## config.mk

```make
export PLATFORM = sky130hd
export DESIGN_NAME = chip_erase_seq
export DESIGN_NICKNAME = d
export VERILOG_FILES = /design/src/rtl/ces_pkg.sv /design/src/rtl/ces_phase_fsm.sv /design/src/rtl/ces_flash_mask.sv /design/src/rtl/ces_regs.sv /design/src/rtl/chip_erase_seq.sv
export SDC_FILE = /design/constraint.sdc
export NUM_CORES = 1
export LEC_CHECK = 0
export BUFFER_PORTS_ARGS = -buffer_cell sky130_fd_sc_hd__buf_2
export CORE_AREA = 2 2 39 41
export DETAILED_ROUTE_END_ITERATION = 6
export DIE_AREA = 0 0 41 43
export PLACE_DENSITY = 0.78
export SYNTH_ARGS = -nofsm -noshare
export SYNTH_HDL_FRONTEND = slang
export SYNTH_SLANG_ARGS = --single-unit
```

## constraint.sdc

```tcl
create_clock -name clk -period 2.7 [get_ports clk]
set_input_delay 0.135 -clock clk [delete_from_list [all_inputs] [get_ports clk]]
set_output_delay 0.135 -clock clk [all_outputs]
set_load 0.01 [all_outputs]
```

## src/rtl/ces_pkg.sv

```systemverilog
// Package: shared constants for the chip erase sequencer.
// Assumes the register map and phase count below are fixed for all users.
package ces_pkg;
    localparam int NUM_PHASES  = 3;             // volatile, flash, protection
    localparam int PH_IDX_W    = $clog2(NUM_PHASES);
    localparam int PH_VOL      = 0;
    localparam int PH_FLASH    = 1;
    localparam int PH_PROT     = 2;
    localparam int CMD_ADDR    = 0;             // command register
    localparam int STAT_ADDR   = 1;             // status register
    localparam int CMD_START   = 0;             // command bit: start erase
    localparam int CMD_PROT    = 1;             // command bit: arm protection
    localparam int ST_BUSY     = 0;
    localparam int ST_DONE     = 1;
    localparam int ST_PACT     = 2;
    localparam int ST_PPEND    = 3;
endpackage

```

## src/rtl/ces_phase_fsm.sv

```systemverilog
// Module: ces_phase_fsm
// Steps through the erase phases in index order. Each phase raises its request
// for one cycle and then waits for the acknowledge at its own index.
// Assumes start_i is only pulsed while busy_o is low (the register block gates it).
module ces_phase_fsm
    import ces_pkg::*;
(
    input  logic                  clk,
    input  logic                  rst_n,
    input  logic                  por_n,
    input  logic                  start_i,
    input  logic [NUM_PHASES-1:0] ack_i,
    output logic [NUM_PHASES-1:0] req_o,
    output logic                  busy_o,
    output logic                  fin_o
);
    localparam logic [PH_IDX_W-1:0] LAST_IDX = PH_IDX_W'(NUM_PHASES - 1);

    logic                busy_q;
    logic                wait_q;
    logic [PH_IDX_W-1:0] idx_q;
    logic                ack_hit;

    // Acknowledge that counts: right index, while waiting.
    always_comb begin
        ack_hit = busy_q && wait_q && ack_i[idx_q];
        fin_o   = ack_hit && (idx_q == LAST_IDX);
        busy_o  = busy_q;
    end

    // Phase state: start, move from request to wait, advance on a matching acknowledge.
    always_ff @(posedge clk) begin
        if (!rst_n || !por_n) begin
            busy_q <= 1'b0;
            wait_q <= 1'b0;
            idx_q  <= '0;
        end else if (start_i && !busy_q) begin
            busy_q <= 1'b1;
            wait_q <= 1'b0;
            idx_q  <= '0;
        end else if (busy_q && !wait_q) begin
            wait_q <= 1'b1;
        end else if (ack_hit) begin
            if (idx_q == LAST_IDX) begin
                busy_q <= 1'b0;
                wait_q <= 1'b0;
                idx_q  <= '0;
            end else begin
                idx_q  <= idx_q + 1'b1;
                wait_q <= 1'b0;
            end
        end
    end

    // One request line per phase, high only in that phase's request cycle.
    for (genvar p = 0; p < NUM_PHASES; p++) begin : g_req
        assign req_o[p] = busy_q && !wait_q && (idx_q == PH_IDX_W'(p));
    end
endmodule

```

## src/rtl/ces_flash_mask.sv

```systemverilog
// Module: ces_flash_mask
// Builds the region mask sent with the flash clear request. The reserved
// user page region is never selected.
// Assumes USER_PAGE_IDX < NUM_REGIONS.
module ces_flash_mask #(
    parameter int NUM_REGIONS   = 4,
    parameter int USER_PAGE_IDX = 3
) (
    input  logic                   en_i,
    output logic [NUM_REGIONS-1:0] mask_o
);
    // One bit per region; the user page bit is tied low.
    for (genvar r = 0; r < NUM_REGIONS; r++) begin : g_reg
        if (r == USER_PAGE_IDX) begin : g_keep
            assign mask_o[r] = 1'b0;
        end else begin : g_clr
            assign mask_o[r] = en_i;
        end
    end
endmodule

```

## src/rtl/ces_regs.sv

```systemverilog
// Module: ces_regs
// Register front end: decodes the command and status registers, holds
// done, the functional enable latch and the pending/active protection values.
// Assumes a single-cycle write strobe and combinational reads.
module ces_regs
    import ces_pkg::*;
#(
    parameter int ADDR_W = 2,
    parameter int DATA_W = 8
) (
    input  logic              clk,
    input  logic              rst_n,
    input  logic              por_n,
    input  logic              bus_wr,
    input  logic [ADDR_W-1:0] bus_addr,
    input  logic [DATA_W-1:0] bus_wdata,
    output logic [DATA_W-1:0] bus_rdata,
    input  logic              busy_i,
    input  logic              fin_i,
    output logic              start_o,
    output logic              prot_active_o,
    output logic              func_en_o
);
    logic done_q;
    logic func_en_q;
    logic prot_pend_q;
    logic prot_act_q;
    logic cmd_wr;

    // Command decode; a start is accepted only while idle.
    always_comb begin
        cmd_wr  = bus_wr && (bus_addr == ADDR_W'(CMD_ADDR));
        start_o = cmd_wr && bus_wdata[CMD_START] && !busy_i;
    end

    // Done flag and functional enable latch.
    always_ff @(posedge clk) begin
        if (!rst_n || !por_n) begin
            done_q    <= 1'b0;
            func_en_q <= 1'b1;
        end else begin
            if (start_o)    done_q <= 1'b0;
            else if (fin_i) done_q <= 1'b1;
            if (start_o)    func_en_q <= 1'b0;
        end
    end

    // Protection values: power-on clears, reset promotes pending, erase clears both.
    always_ff @(posedge clk) begin
        if (!por_n) begin
            prot_pend_q <= 1'b0;
            prot_act_q  <= 1'b0;
        end else if (!rst_n) begin
            prot_act_q  <= prot_pend_q;
        end else if (fin_i) begin
            prot_pend_q <= 1'b0;
            prot_act_q  <= 1'b0;
        end else if (cmd_wr && bus_wdata[CMD_PROT]) begin
            prot_pend_q <= 1'b1;
        end
    end

    // Read mux over the two registers.
    always_comb begin
        bus_rdata = '0;
        if (bus_addr == ADDR_W'(CMD_ADDR)) begin
            bus_rdata[CMD_PROT] = prot_pend_q;
        end else if (bus_addr == ADDR_W'(STAT_ADDR)) begin
            bus_rdata[ST_BUSY]  = busy_i;
            bus_rdata[ST_DONE]  = done_q;
            bus_rdata[ST_PACT]  = prot_act_q;
            bus_rdata[ST_PPEND] = prot_pend_q;
        end
    end

    assign prot_active_o = prot_act_q;
    assign func_en_o     = func_en_q;
endmodule

```

## src/rtl/chip_erase_seq.sv

```systemverilog
// Module: chip_erase_seq (top)
// Chip erase sequencer: register front end, phase sequencer and flash
// region mask. Clears volatile memory, flash and protection in that order.
// Assumes clear agents acknowledge no earlier than the cycle after a request.
module chip_erase_seq
    import ces_pkg::*;
#(
    parameter int ADDR_W        = 2,
    parameter int DATA_W        = 8,
    parameter int NUM_REGIONS   = 4,
    parameter int USER_PAGE_IDX = 3
) (
    input  logic                   clk,
    input  logic                   rst_n,
    input  logic                   por_n,
    input  logic                   bus_wr,
    input  logic [ADDR_W-1:0]      bus_addr,
    input  logic [DATA_W-1:0]      bus_wdata,
    output logic [DATA_W-1:0]      bus_rdata,
    output logic [2:0]             clr_req,
    input  logic [2:0]             clr_ack,
    output logic [NUM_REGIONS-1:0] flash_mask,
    output logic                   prot_active,
    output logic                   func_en
);
    logic start;
    logic busy;
    logic fin;

    ces_regs #(.ADDR_W(ADDR_W), .DATA_W(DATA_W)) u_regs (
        .clk(clk), .rst_n(rst_n), .por_n(por_n),
        .bus_wr(bus_wr), .bus_addr(bus_addr), .bus_wdata(bus_wdata),
        .bus_rdata(bus_rdata), .busy_i(busy), .fin_i(fin),
        .start_o(start), .prot_active_o(prot_active), .func_en_o(func_en)
    );

    ces_phase_fsm u_fsm (
        .clk(clk), .rst_n(rst_n), .por_n(por_n), .start_i(start),
        .ack_i(clr_ack), .req_o(clr_req), .busy_o(busy), .fin_o(fin)
    );

    ces_flash_mask #(.NUM_REGIONS(NUM_REGIONS), .USER_PAGE_IDX(USER_PAGE_IDX)) u_mask (
        .en_i(clr_req[PH_FLASH]), .mask_o(flash_mask)
    );
endmodule

```

Yosys cells after proc, flatten, opt, wreduce, memory -nomap -nowiden
Index checks and enable logic that the tools add are counted.
{"block": "classes", "n_addsub": 1, "n_lt_le_gt_ge": 1, "n_eq_ne": 5, "n_mux": 17, "bitwise": 1, "reduce_logical": 28}
{"cell": "$mux 1", "n": 13}
{"cell": "$logic_and 1x1->1", "n": 12}
{"cell": "$reduce_bool 2->1", "n": 4}
{"cell": "$eq 2x1->1 const B", "n": 2}
{"cell": "$logic_not 1->1", "n": 4}
{"cell": "$logic_not 2->1", "n": 2}
{"cell": "$mux 2", "n": 2}
{"cell": "$mux 4", "n": 1}
{"cell": "$ne 2x1->1 const B", "n": 2}
{"cell": "$reduce_and 2->1", "n": 2}
{"cell": "$reduce_or 2->1", "n": 2}
{"cell": "$lt 2x3->1 const B", "n": 1}
{"cell": "$reduce_and 3->1", "n": 1}
{"cell": "$add 2x1->2 const B", "n": 1}
{"cell": "$bmux 1 s2", "n": 1}
{"cell": "$eq 2x2->1 const B", "n": 1}
{"cell": "$logic_or 1x1->1", "n": 1}
{"cell": "$not 1->1", "n": 1}
{"block": "word_totals", "register_bits": 8, "input_bits": 17, "out_inout_bits": 17}

Longest topological paths before layout
Gate-level depths: netlist of the first run.
{"block": "logic_depth", "depth_word": 7, "ltp_mapped": 4, "ltp_nobuf": 3}

Modules after synthesis
From an unflattened synthesis of the first run, not the netlist that was laid out.
{"block": "unflattened", "hier_cells": 63, "area_unflattened_um2": 519.2}
{"module": "ces_regs", "instances": 1, "cells_each": 29, "area_each_um2": 256.5}
{"module": "ces_phase_fsm", "instances": 1, "cells_each": 29, "area_each_um2": 229.0}
{"module": "ces_flash_mask", "instances": 1, "cells_each": 5, "area_each_um2": 33.8}

Worst setup path before layout of the first run
OpenSTA, ideal clock, no wires.
{"block": "synth_timing", "path_kind": "register -> output", "from": "register u_fsm.busy_q (netlist: u_fsm.busy_o)", "to": "output port clr_req[1]", "t_arrival_ns": 0.914, "required_ns": 2.565, "setup_slack_ns": 1.651, "path_stages_with_launch": 5, "n_path_buf": 2, "cell_sequence": "dfxtp_1 buf_4 nand2_1 nor3_1 buf_4"}
{"block": "synth_via", "elab_chain_cells": 2}
{"element": "start: declaration", "line": "ces_phase_fsm.sv:19", "source": "logic busy_q;"}
{"element": "start signal: assignment", "line": "ces_phase_fsm.sv:34", "source": "busy_q <= 1'b0;"}
{"element": "start signal: assignment", "line": "ces_phase_fsm.sv:38", "source": "busy_q <= 1'b1;"}
{"element": "start signal: assignment", "line": "ces_phase_fsm.sv:45", "source": "busy_q <= 1'b0;"}
{"element": "$logic_and 1x1->1 (2 in series)", "line": "ces_phase_fsm.sv:57", "source": "assign req_o[p] = busy_q && !wait_q && (idx_q == PH_IDX_W'(p));"}
{"element": "end: declaration", "line": "chip_erase_seq.sv:20", "source": "output logic [2:0] clr_req,"}
No other way between the ends.

Worst setup path after layout of the first run
{"block": "layout_timing", "from": "register u_fsm.busy_q (netlist: u_fsm.busy_o)", "to": "output port flash_mask[0]"}
{"block": "layout_via", "elab_chain_cells": 2}
{"element": "$logic_and 1x1->1 (2 in series)", "line": "ces_phase_fsm.sv:57"}
{"element": "end: declaration", "line": "chip_erase_seq.sv:22", "source": "output logic [NUM_REGIONS-1:0] flash_mask,"}
No other way between the ends.

==> impl_results.md, run 1 <==
- Post-synth top area share: 0.318
- Routed WL: 1010 um
- Hold buffer count at cts: 0
- GRT overflow: 0
- Hold Path Class: input port to flop
- Setup crit start kind: flop
- Sink Count: 8
- Clock-pin slew on the worst setup and hold paths: around 0.050 ns
- Synth Instances: approximately 60
- CTS Buffer Depth: 2
- Largest family of logic cells by synthesized area: simple AND/OR/NAND/NOR gates
- Tmin final: 1.42 ns
- CTS root buf: clkbuf_4
- Initial core utilization: 0.364
- Syn. warnings: 0
- Crit Path Max Fanout: 9
- Setup TNS: 0 ns
- Drt first pass iters: 1
- Max Clock Skew: between 0.001 and 0.0015 ns
- Worst IR drop on VDD: approximately 180 uV
- GP Congestion: ~0.73
- Pleak: between 0.2 and 0.3 nW
- CTS resizes: 0
- Post-synth EDFFs: 0
- Layout cell share with drive strength beyond 1: 0.390
- Wirelength per Cell: approximately 11 um
- RSZ-0062 raised after global routing: false
- Ports: 34
- Critical path capture point type: primary output
- Synth Area in Simple Gates: 0.298
- Cell variety after synth: 27
- Number of CTS-inserted buffers: 3
- Antenna Violating Nets Remaining: 0
- Fin crit share: 0.528
- Die ar.: 0.00176 sq mm
- Largest net degree at the start of global routing: 10
- Final hold violations: 0
- Slowest CP cell: dfxtp_1
- Antenna diodes: 0
- Post-synth ARST share: 0
- Required time of the worst setup path: around 2.6 ns
- Area grow syn2layout: 16.9%
- WHS: between 0.1 and 0.15 ns
- Buffers on Ports: 22
- Fin worst setup slack: between 1 and 1.5 ns
- Height of the chip: between 40 and 50 um
- Max Cap Violations: 0
- Detailed Route Iter0 Violations: 0
- Vias per cell: approximately 5
- CTS tree: done
- Row Count: 14
- Total Routing Usage GR: 0.140
- Synth Flop Type: dfxtp_1
- Final std cells w/o fill: 93
- Arr. time, crit path: 1.29 ns
- Seq/Total Area, Yosys: 0.318
- Total power: between 0.2 and 0.25 mW
- Dpl cells: 90
- Most instantiated library cell after synthesis: buf_4
- Synth area leader: dfxtp_1
- Placed instance area: around 570 sq um
- Nets: 96
- Synth Area in Compound Gates: 0.159
- Setup Fix Bufs, Post-CTS: 0
- H-tree depth: 1
- Mapped cell area: between 500 and 600 sq um
- Syn avg cell area: about 8.5 sq um
- CP Cell Sequence: nand2_1 > nor3_1 > buf_2
- Post-route cell area: ~590 sq um
- Pwr Density: approximately 400 mW/mm^2
- First-pass GRT wire length: 1590 um
- Max-slew violation count: 0
- Setup Viol. Count Final: 0
- Place WS: approximately 1.5 ns
- Clk_lat worst skew: 0.26 ns
- Most frequent cells after synthesis: 11 x buf_4, 8 x dfxtp_1, 4 x nand3_1
- Post-Synth Adder-Cell Area: 0
- Core area: 0.00138 sq mm
- Mux share of post-synthesis cell area: 0.0397
- XOR/XNOR Fraction of Synth Area: 0
- Dominant cells by area after synthesis: dfxtp_1 32%, buf_4 16%, mux2i_1 4.0%, nand3_1 4.0%, and2_1 3.7%
- Status: finished clean
- Yosys reg bits: 8
- Highest clock rate: roughly 700 MHz
- DRC: 0
- Layout Utilization: 0.426
- Initial antenna violation count: 0
- Crit Path Class: flop to primary output
- Number of global-route vias before repair: 400
- Die X: approximately 40 um
- CP peak stage delay: about 0.46 ns
- Vias: roughly 460
where the power goes:
group / switching [mW] / total [mW] / internal (mW) / leakage, nW
clock: 0.0417 / 0.0926 / 0.0509 / 0.0138
combinational: 0.0140 / 0.0240 / 0.0100 / 0.183
sequential: 0.00113 / 0.120 / 0.119 / 0.0646
sequential cells by signal, summed over array words and instances (netlist names):
| register | flops |
|---|---|
| u_regs.prot_pend_q | 1 |
| u_regs.done_q | 1 |
| u_regs.prot_active_o | 1 |
| u_fsm.busy_o | 1 |
| u_fsm.wait_q | 1 |
| u_regs.func_en_o | 1 |
| u_fsm.idx_q | 2 |
routing by layer:
metal,track usage,wire length (um),vias to the layer above
met2,0.200,514,15
met4,0.133,52,0
met1,0.159,399,205
met5,0,0,-
li1,-,-,229
met3,0.0314,44,7
cell usage in the layout (no fill, tap or decap), drive strengths merged, types with 3 or more instances in the layout:
master	netlist	routed
and2	3	3
nand3	4	4
dfxtp	8	8
a21oi	3	3
conb	1	5
nor3	3	3
buf	11	22
clkbuf	0	3
nor2	3	3
cell families (layout without fill, tap and decap cells):
logic type / Yosys count / in the layout
compound gates: 12 / 12
buf+inv: 13 / 27
flops: 8 / 8
mux: 2 / 2
other cells: 1 / 5
simple gates: 23 / 23
cell type report:
type	instances	area (sq um)
inverters	2	7.51
fillers	137	795
well taps	16	20.0
repair buffers	22	110
flip-flops and latches	8	160
clock buffers	3	22.5
multi-input cells	42	269
critical path: cells and delay by family (launching register included):
kind                   cells  cell delay, ns
flip-flops                 1            0.46
AND/OR/NAND/NOR            2            0.36
buffers and inverters      1            0.21
worst paths after layout:
check / startpoint / endpoint / slack (ns) / depth (start not counted)
worst max-delay path: u_fsm.busy_o / flash_mask[0] / 1.28 / 3
worst min-delay path: rst_n / u_regs.prot_pend_q / 0.11 / 2
worst max register to register: u_fsm.busy_o / u_regs.prot_active_o / 1.54 / 3
worst min register to register: u_regs.func_en_o / u_regs.func_en_o / 0.46 / 1
Note: power is estimated with default switching activity, not from simulation.
==> run 2: changes to the inputs <==
- clock period: 2.7 -> 1.33 ns (I/O delays scaled with it)
==> run 2 against run 1 <==
  * Non-clock buffer count did not move
  * Clock power rose by 92%
  * Die area did not move
  * Critical path depth did not move
  * Clock skew rose by 0.0020 ns
  * Worst setup slack got worse by 1.2 ns
  * Via count fell by 1.1%
  * Sequential power rose by 100%
  * Sequential share of layout area fell by 0.075 points
  * Global-route usage fell by 0.11 points
  * Wire length fell by 5.4%
==> impl_results.md, run 2 (synthesis gave the netlist of run 1 again) <==
- Status: finished clean
- Vias: 451 (-1.1%)
- Commonest non-fill, non-tap cell in the layout: buf_2
- Initial antenna violation count: 0 (unchanged)
- First-pass GRT wire length: 1610 um (+0.88%)
- Pleak: 0.267 nW (+2.1%)
- Setup TNS: 0 ns (unchanged)
- Die ar.: 0.00176 sq mm (unchanged)
- Wirelength per Cell: 10.3 um (-5.4%)
- Crit path launch: u_fsm.idx_q[0]
- Hold Path Class: input port to flop
- Setup Viol. Count Final: 0 (unchanged)
- GRT overflow: 0 (unchanged)
- Max Clock Skew: 0.00307 ns (+0.00204 ns)
- Fillcell total: 157 (+15%)
- Ports: 34 (unchanged)
- Largest register by flop count: u_fsm.idx_q
- Fin crit share: 0.924
- Detailed Route Iter0 Violations: 4 (+4)
- Startpoint of the worst hold path: clr_ack[1]
- Final hold violations: 0 (unchanged)
- Drt first pass iters: 4 (+3)
- Largest net degree at the start of global routing: 10 (unchanged)
- Sink Count: 8 (unchanged)
- CP peak stage delay: 0.37 ns (-0.09 ns)
- Antenna diodes: 0 (unchanged)
- RSZ-0062 raised after global routing: false
- Setup crit start kind: flop
- Die X: 41 um (unchanged)
- CTS Buffer Depth: 2 (unchanged)
- Worst Hold Path Cells: 2 (unchanged)
- Total Routing Usage GR: 0.139 (-0.00115)
- Endpoint, Worst Hold: u_fsm.idx_q[0]
- Layout cell share with drive strength beyond 1: 0.416 (+0.0260)
- Most frequent cells in the layout: 22 x buf_2, 7 x dfxtp_1, 5 x conb_1, 4 x nand3_1
- Highest clock rate: around 800 MHz
- CTS root buf: clkbuf_4
- Critical path capture point type: primary output
- Max Cap Violations: 0 (unchanged)
- Max reg flops: 2 (unchanged)
- Buffers on Ports: 22 (unchanged)
- Required time of the worst setup path: 1.26 ns (-1.31 ns)
- Initial core utilization: 0.364 (unchanged)
- GP Congestion: 0.732 (+0.15%)
- Dpl cells: 90 (unchanged)
- Worst IR drop on VDD: 441 uV (+140%)
- Core area: 0.00138 sq mm (unchanged)
- Worst r2r dst: u_fsm.idx_q[0]
- Pwr Density: 791 mW/mm^2 (+97%)
- DRC: 0 (unchanged)
- Launching point of the worst reg2reg path: u_fsm.wait_q
- Reg2Reg Setup Slack: 0.22 ns (-1.32 ns)
- CP Cell Sequence: nand2b_1 > nor3b_1 > buf_2
- Nets: 96 (unchanged)
- Vias per cell: 4.85 (-1.1%)
- Routed WL: 955 um (-5.4%)
- Tmin final: between 1 and 1.5 ns
- Reg area: 161 sq um (+0.78%)
- Number of CTS-inserted buffers: 3 (unchanged)
- Clock-pin slew on the worst setup and hold paths: 0.05 ns (about the same)
- Slowest CP cell: dfxtp_1
- Multi-input gate area: 274 sq um (+1.9%)
- Antenna Violating Nets Remaining: 0 (unchanged)
- Crit Path Class: flop to primary output
- Height of the chip: 43 um (unchanged)
- Total power: 0.471 mW (+99%)
- Clk_lat worst skew: 0.25 ns (about the same)
- Area grow syn2layout: 18.1%
- Crit Path Max Fanout: 7 (-2)
- Final std cells w/o fill: 93 (unchanged)
- Number of global-route vias before repair: 389 (-2.8%)
- R2R cell count: 3 (unchanged)
- Max-slew violation count: 0 (unchanged)
- H-tree depth: 1 (unchanged)
- Arr. time, crit path: 1.16 ns (-0.13 ns)
- CTS tree: done
- Hpwl dp: 795 um
- Row Count: 14 (unchanged)
-- run 2: changes by cell type in the layout (fill, tap and decap cells not counted) --
cell / delta
nor3_1: -1
dfxtp_1: -1
dfxtp_2: +1
nor3_2: +1
-- run 2: routing by layer --
layer | track usage | vias up | wire, um
met5 | 0 | - | 0
met4 | 0.0933 | 0 | 31
met3 | 0.0471 | 4 | 49
met2 | 0.206 | 17 | 487
met1 | 0.158 | 200 | 387
li1 | - | 230 | -
-- run 2: layout make-up --
type | count | share of cell area
clock buffer | 3 | 0.0378
multi-input combinational | 42 | 0.460
timing repair buffer | 22 | 0.185
inverter | 2 | 0.0126
tap | 16 | 0.0336
sequential | 8 | 0.271
-- run 2: worst max path at each step --
stage | endpoint | slack (ns)
3_5_place_dp | u_fsm.wait_q | 0.20
5_1_grt | flash_mask[0] | 0.007
2_1_floorplan | u_fsm.wait_q | 0.33
3_3_place_gp | u_regs.prot_active_o | 0.20
6_report | clr_req[2] | 0.10
4_1_cts | clr_req[2] | 0.05
-- run 2: power by group --
group	internal, mW	leakage [nW]	switching (mW)
Combinational	0.0204	0.188	0.0284
Sequential	0.242	0.0651	0.00227
Clock	0.103	0.0138	0.0749
-- run 2: critical path: cells and delay by family (launching register included) --
kind,cells,cell delay [ns]
and+or+nand+nor,2,0.40
DFF,1,0.37
buffers and inverters,1,0.16
-- run 2: metrics by stage --
step                      area, sq um  worst slack, ns  hold WS (ns)  utilization
after floorplan                   519            0.328         0.158            -
after global placement            567            0.201         0.306        0.410
after detailed placement          567            0.203         0.314        0.410
after CTS                         594           0.0545        0.0551        0.429
after global routing              596          0.00726        0.0740        0.430
final                             596            0.100        0.0513        0.430
-- run 2: repair_timing --
| item | 4_1_cts | 5_1_grt |
|---|---|---|
| endpoints found under the setup margin | 4 | 5 |
| resized for setup | 1 | 1 |
| endpoints found under the hold margin | 0 | 0 |
| hold buffers | 0 | 0 |
| buffers inserted | 0 | 0 |
